$ cat config.mk
export PLATFORM = sky130hd
export DESIGN_NAME = port_clash_arbiter
export DESIGN_NICKNAME = d
export VERILOG_FILES = /design/src/rtl/port_clash_arbiter.sv
export SDC_FILE = /design/constraint.sdc
export NUM_CORES = 1
export LEC_CHECK = 0
export BUFFER_PORTS_ARGS = -buffer_cell sky130_fd_sc_hd__buf_4
export CAP_MARGIN = 10
export CORE_ASPECT_RATIO = 2
export CORE_MARGIN = 5
export CORE_UTILIZATION = 50
export CTS_BUF_LIST = sky130_fd_sc_hd__clkbuf_8 sky130_fd_sc_hd__clkbuf_16
export DETAILED_ROUTE_END_ITERATION = 12
export HOLD_SLACK_MARGIN = 0.05
export PLACE_DENSITY = 0.78
export SYNTH_ARGS = -nofsm -noshare
export SYNTH_HDL_FRONTEND = slang
export SYNTH_SLANG_ARGS = --single-unit
$ cat constraint.sdc
create_clock -name clk -period 5.5 [get_ports clk]
set_input_delay 0.275 -clock clk [delete_from_list [all_inputs] [get_ports clk]]
set_output_delay 0.275 -clock clk [all_outputs]
set_load 0.03 [all_outputs]
$ cat src/rtl/port_clash_arbiter.sv
module port_clash_arbiter #(
  parameter int AW    = 16,
  parameter int AGE_W = 4,
  parameter int WIN   = 2
) (
  input  logic          clk,
  input  logic          rst_n,
  input  logic          slave_mode,
  input  logic          l_cs_n,
  input  logic [AW-1:0] l_addr,
  input  logic          l_we_n,
  input  logic          l_busy_in_n,
  output logic          l_busy_n,
  output logic          l_wr_n,
  input  logic          r_cs_n,
  input  logic [AW-1:0] r_addr,
  input  logic          r_we_n,
  input  logic          r_busy_in_n,
  output logic          r_busy_n,
  output logic          r_wr_n,
  output logic          busy_drive
);
  localparam logic [AGE_W-1:0] AGE_MAX = {AGE_W{1'b1}};
  localparam logic [AGE_W-1:0] AGE_ONE = AGE_W'(1);
  localparam logic [AW:0]      IDLE    = {1'b1, {AW{1'b0}}};

  logic [AW:0]      l_prev, r_prev;
  logic [AGE_W-1:0] l_age_q, r_age_q, l_age, r_age, gap;
  logic             l_chg, r_chg, clash, near, r_loses;
  logic             l_busy, r_busy, l_block, r_block;

  assign l_chg = {l_cs_n, l_addr} != l_prev;
  assign r_chg = {r_cs_n, r_addr} != r_prev;
  assign l_age = l_chg ? '0 : l_age_q;
  assign r_age = r_chg ? '0 : r_age_q;

  always_ff @(posedge clk or negedge rst_n) begin
    if (!rst_n) begin
      l_prev  <= IDLE;
      r_prev  <= IDLE;
      l_age_q <= AGE_MAX;
      r_age_q <= AGE_MAX;
    end else begin
      l_prev  <= {l_cs_n, l_addr};
      r_prev  <= {r_cs_n, r_addr};
      l_age_q <= l_chg ? AGE_ONE : (l_age_q == AGE_MAX ? l_age_q : l_age_q + AGE_ONE);
      r_age_q <= r_chg ? AGE_ONE : (r_age_q == AGE_MAX ? r_age_q : r_age_q + AGE_ONE);
    end
  end

  assign clash   = !slave_mode && !l_cs_n && !r_cs_n && (l_addr == r_addr);
  assign gap     = (l_age > r_age) ? l_age - r_age : r_age - l_age;
  assign near    = int'(gap) < WIN;
  assign r_loses = near || (l_age > r_age);

  assign l_busy = clash && !r_loses;
  assign r_busy = clash && r_loses;

  assign l_busy_n   = !l_busy;
  assign r_busy_n   = !r_busy;
  assign busy_drive = !slave_mode;

  assign l_block = slave_mode ? !l_busy_in_n : l_busy;
  assign r_block = slave_mode ? !r_busy_in_n : r_busy;
  assign l_wr_n  = l_we_n || l_block;
  assign r_wr_n  = r_we_n || r_block;

  AST_NO_DUAL_BUSY: assert property (@(posedge clk) disable iff (!rst_n)
    !(!l_busy_n && !r_busy_n));
  AST_NOMATCH_IDLE: assert property (@(posedge clk) disable iff (!rst_n)
    (l_addr != r_addr) |-> (l_busy_n && r_busy_n));
  AST_DESELECT_IDLE: assert property (@(posedge clk) disable iff (!rst_n)
    (l_cs_n || r_cs_n) |-> (l_busy_n && r_busy_n));
  AST_SLAVE_QUIET: assert property (@(posedge clk) disable iff (!rst_n)
    slave_mode |-> (l_busy_n && r_busy_n && !busy_drive));
  AST_LOSER_NO_WRITE: assert property (@(posedge clk) disable iff (!rst_n)
    (!slave_mode && (!l_busy_n || !r_busy_n)) |-> ((!l_busy_n -> l_wr_n) && (!r_busy_n -> r_wr_n)));
  AST_MASTER_DRIVES: assert property (@(posedge clk) disable iff (!rst_n)
    !slave_mode |-> busy_drive);
endmodule

==> results list <==
- The flow ran to the end, and the final reports show no timing, DRC or antenna violations.
- Of the synthesized area, sequential elements account for 0.498.
* Relative contribution of combinational cells to total power: 0.135
- Cell total after placement: approximately 270
- Xor and xnor fraction of the mapped netlist area: 0.217
- OpenSTA, run right after detailed placement, puts the worst setup slack at 1690 ps.
- Final Hold Vio Count: 0
- The number of nets in the synthesized netlist is between 200 and 250.
* Post-synthesis cell count: between 150 and 200
- During I/O placement, the number of pins put on the boundary was 46.
- Clock latency at the later pin of the worst-skew pair: 290 ps
- In the final routed layout, each cell accounts on average for roughly 15 um.
- Leading post-synthesis cells by cell area: dfrtp_1 38%, dfstp_2 12%, xor2_1 11%
* Setup Total Neg Slack: 0 ps
* Max_slew headroom: 0.452
- The share of synthesized area in the top cell type comes to 0.375.
- Clk slew on worst S/H paths: 80 ps
- Power density over the cells: roughly 230 mW/mm^2
- The detailed router used layers up to and including met4.
- Multiplexer share of the synthesized area: 0.0141
- Power comes to 607 uW.
- At the end of the flow, the number of nets in the layout was between 200 and 300.
* Clock tree from TritonCTS: done
- Total track usage: 0.165
- The worst setup path is captured at an output pin.
- The tree built by TritonCTS fans out to 42 sinks.
- After synthesis, the largest family of logic cells by area is XOR/XNOR gates.
- The first TritonRoute pass finished after 6 iterations.
- Class of the worst hold path: input pin to flip-flop
* Total number of placement rows: 33
- The congestion estimate from routability-driven global placement came to about 0.89.
- Startpoint types: flip-flop
* Area overhead of the layout relative to synthesis: 22.9%
* Portion of total power attributed to sequential cells: 0.541
* Area used by multi-input combinational logic: approximately 0.0010 sq mm
* First-pass GRT wire length: about 7 mm
- The final layout contains routed wiring with a total length of about 4.4 mm.
- Yosys reg bits: between 40 and 50
- Share of post-route cells with drive strength above 1: 0.277
- Via count of the first global-routing pass: between 1500 and 2000
* Max frequency: roughly 250 MHz
- Of the total power, the clock network draws 0.325.
* Crit path max fanout: 11
- Dividing the detail-routed via count by the number of cells gives 5.34.
- After synthesis, the mean cell area works out to around 12 sq um.
- Compound-gate portion of the synthesized area: 0.0328
- At the end of the flow the core is filled with cells to 0.635.
- The count of cells in the finished layout, fillers not included, comes to 283.
- Total Die Area: between 0.005 and 0.006 sq mm
- Total overflow reported by the global router: 0
- The synthesized netlist contains 28 unique library cells.
- Core area: 0.00413 sq mm
- Post-Syn Area: around 0.0021 sq mm
- Summed over all nets, wire length on met2 after detailed routing comes to 2.45 mm.
- Switching power: about 140 uW
* Register area: about 0.0011 sq mm
- Total internal power: between 400 and 500 uW
- Initial core utilization: 0.517
- For this block, the via count after detailed routing is 1512.
- The initial antenna violation count is 0.
- Number of pins with negative max-slew slack in the final report: 0
* Worst Path Arrival: around 3800 ps
- The clock tree synthesis step divided the H-tree into 2 levels.
* Number of warnings printed during yosys synthesis: 0
- Setup repair after global routing left no endpoint under its margin.
- Clock tree synthesis selected as its root buffer the cell clkbuf_8.
* Critical setup path kind: flip-flop to output pin
* Met3 Routed Length: approximately 250 um
- The detailed router put a total of between 1 and 1.5 mm of wire on met1.
* Net Sw Frac: 0.236
* Width of the chip: 56.2 um
- The clock arrives with approximately 4.7 ps of skew.
- Maximum clock insertion buffer count: 2
- The die is 102 um tall.
- In this run the remaining antenna-violating nets after routing total 0.
- Antenna diode count: 0
- The wire-length estimate of the detail-placed layout is about 3.6 mm.
* Pin count of the biggest net entering global routing: 43
* Final worst path period need: approximately 4100 ps
- Number of endpoints failing setup at the final stage: 0
- Max-cap violations in this run came to 0.
- Starting DRT DRC Count: 25
* Post-Synth Simple-Gate Area: 0.154
* Post-route clock period utilization: 0.742
* Number of DRC violations after detailed routing: 0
- Of the total synthesized cell area, the portion taken by full adders, half adders and majority gates is 0.0715.
- Fill cells in the final layout number 360.
- Number of buffers added by the clock tree synthesis step: 5
- During placement, the flow inserted port buffers numbering between 40 and 50.
- In this run the post-CTS setup repair buffer count came out at 0.
* Setup WS post-layout: approximately 1400 ps
- Required time at the worst-slack endpoint: 5220 ps
- For the pin with the worst max-slew slack, the measured transition is just over 800 ps.
* Most area-hungry cell type in the Yosys netlist: dfrtp_1
- For this design the static power due to leakage is 0.00115 uW.
* Maximum vdd drop: slightly above 0.0002 V
==> cell usage in the layout, fill, tap and decap left out, drive strengths merged <==
master       instances
nand4bb              1
xor2                28
or4                  1
nand4                6
nand3b               3
nor4                 6
o21ai                2
a31oi                2
nand3                8
o211ai               3
dfrtp               32
nor2b                2
and2b                1
mux2i                3
buf                 45
nor3b                4
inv                  4
clkbuf               6
fa                   2
nor3                 4
and2                 7
clkinv               1
nor2                 2
dlygate4sd3          1
o211a                2
ha                   9
a21oi                1
nand2               10
xnor2               25
dfstp               10
==> cell usage after synthesis <==
| cell | n |
|---|---|
| o211ai_1 | 3 |
| xnor2_1 | 25 |
| nor3_1 | 4 |
| and2_1 | 7 |
| nand4_1 | 6 |
| dfstp_2 | 10 |
| xor2_1 | 28 |
| and2b_1 | 1 |
| or4_1 | 1 |
| nor2_1 | 2 |
| nor3b_1 | 4 |
| ha_1 | 9 |
| nand4bb_1 | 1 |
| inv_1 | 3 |
| a21oi_1 | 1 |
| nand3b_1 | 3 |
| buf_4 | 2 |
| nand3_1 | 8 |
| a31oi_1 | 2 |
| nor4_1 | 4 |
| nor2b_1 | 2 |
| o21ai_0 | 2 |
| mux2i_1 | 3 |
| nand2_1 | 10 |
| dfrtp_1 | 32 |
| fa_1 | 2 |
| o211a_1 | 2 |
| nor4_2 | 2 |
==> repair_timing <==
item / CTS / global route
setup endpoints to repair: 0 / 0
hold endpoints to repair: 32 / 0
gates resized for setup: 0 / 0
hold buffers: 1 / 0
==> flip-flops by register name, summed over array words and instances (netlist names) <==
signal and cells:
r_age_q 4, r_prev 17, l_age_q 4, l_prev 17
==> power by group through the flow <==
stage / sequential [uW] / clock (uW) / combinational (uW)
2_1_floorplan: 333 / 0 / 34.6
3_3_place_gp: 333 / 0 / 81.8
3_5_place_dp: 334 / 0 / 82.6
4_1_cts: 328 / 205 / 83.4
5_1_grt: 329 / 219 / 90.2
6_report: 328 / 197 / 81.7
==> path summary, 6_finish.rpt <==
kind	start	end	slack [ps]	depth (start not counted)
worst min-delay path	l_cs_n	l_prev[16]	110	1
min in group asynchronous	rst_n	l_prev[14]	500	2
max in group asynchronous	rst_n	r_age_q[2]	4620	2
worst min register to register	r_age_q[3]	r_age_q[3]	590	2
worst max register to register	r_prev[11]	r_age_q[3]	3280	5
worst max-delay path	r_prev[11]	r_wr_n	1420	13
==> critical path, cell delays in order (launching register included) <==
cell and delay [ps]:
dfrtp_1 380, xor2_1 160, nor4_1 500, nand3_1 170
nor4_2 640, nand2_1 120, ha_1 230, fa_1 380
xor2_1 170, nand3_1 90, mux2i_1 180, o211ai_1 160
o211ai_1 120, buf_4 190
==> kinds of logic (layout without fill, tap and decap cells) <==
| group | after synthesis | after routing |
|---|---|---|
| flip-flops | 42 | 42 |
| AO/OA/AOI/OAI | 10 | 10 |
| multiplexers | 3 | 3 |
| AND/OR/NAND/NOR | 55 | 55 |
| adder cells (fa/ha/maj) | 11 | 11 |
| buffers and inverters | 5 | 57 |
| XOR/XNOR | 53 | 53 |
==> routing by layer <==
layer  up-vias  GRT usage
met5         -          0
met4         0      0.122
met3        17     0.0367
met2        49      0.310
met1       737      0.150
li1        709          -
==> metrics by stage <==
stage          hold slack (ps)  instance area, sq um
6_report                   109                  2620
5_1_grt                   98.2                  2620
4_1_cts                   97.8                  2620
3_5_place_dp               286                  2520
3_3_place_gp               280                  2520
2_1_floorplan            -20.6                  2130
==> cell type report <==
type,instances,area share
sequential,42,0.405
tap,52,0.0248
clock inverter,2,0.00334
timing repair buffer,46,0.133
inverter,3,0.00429
clock buffer,6,0.0315
multi-input combinational,132,0.398
Power figures use the tool's default switching activity.
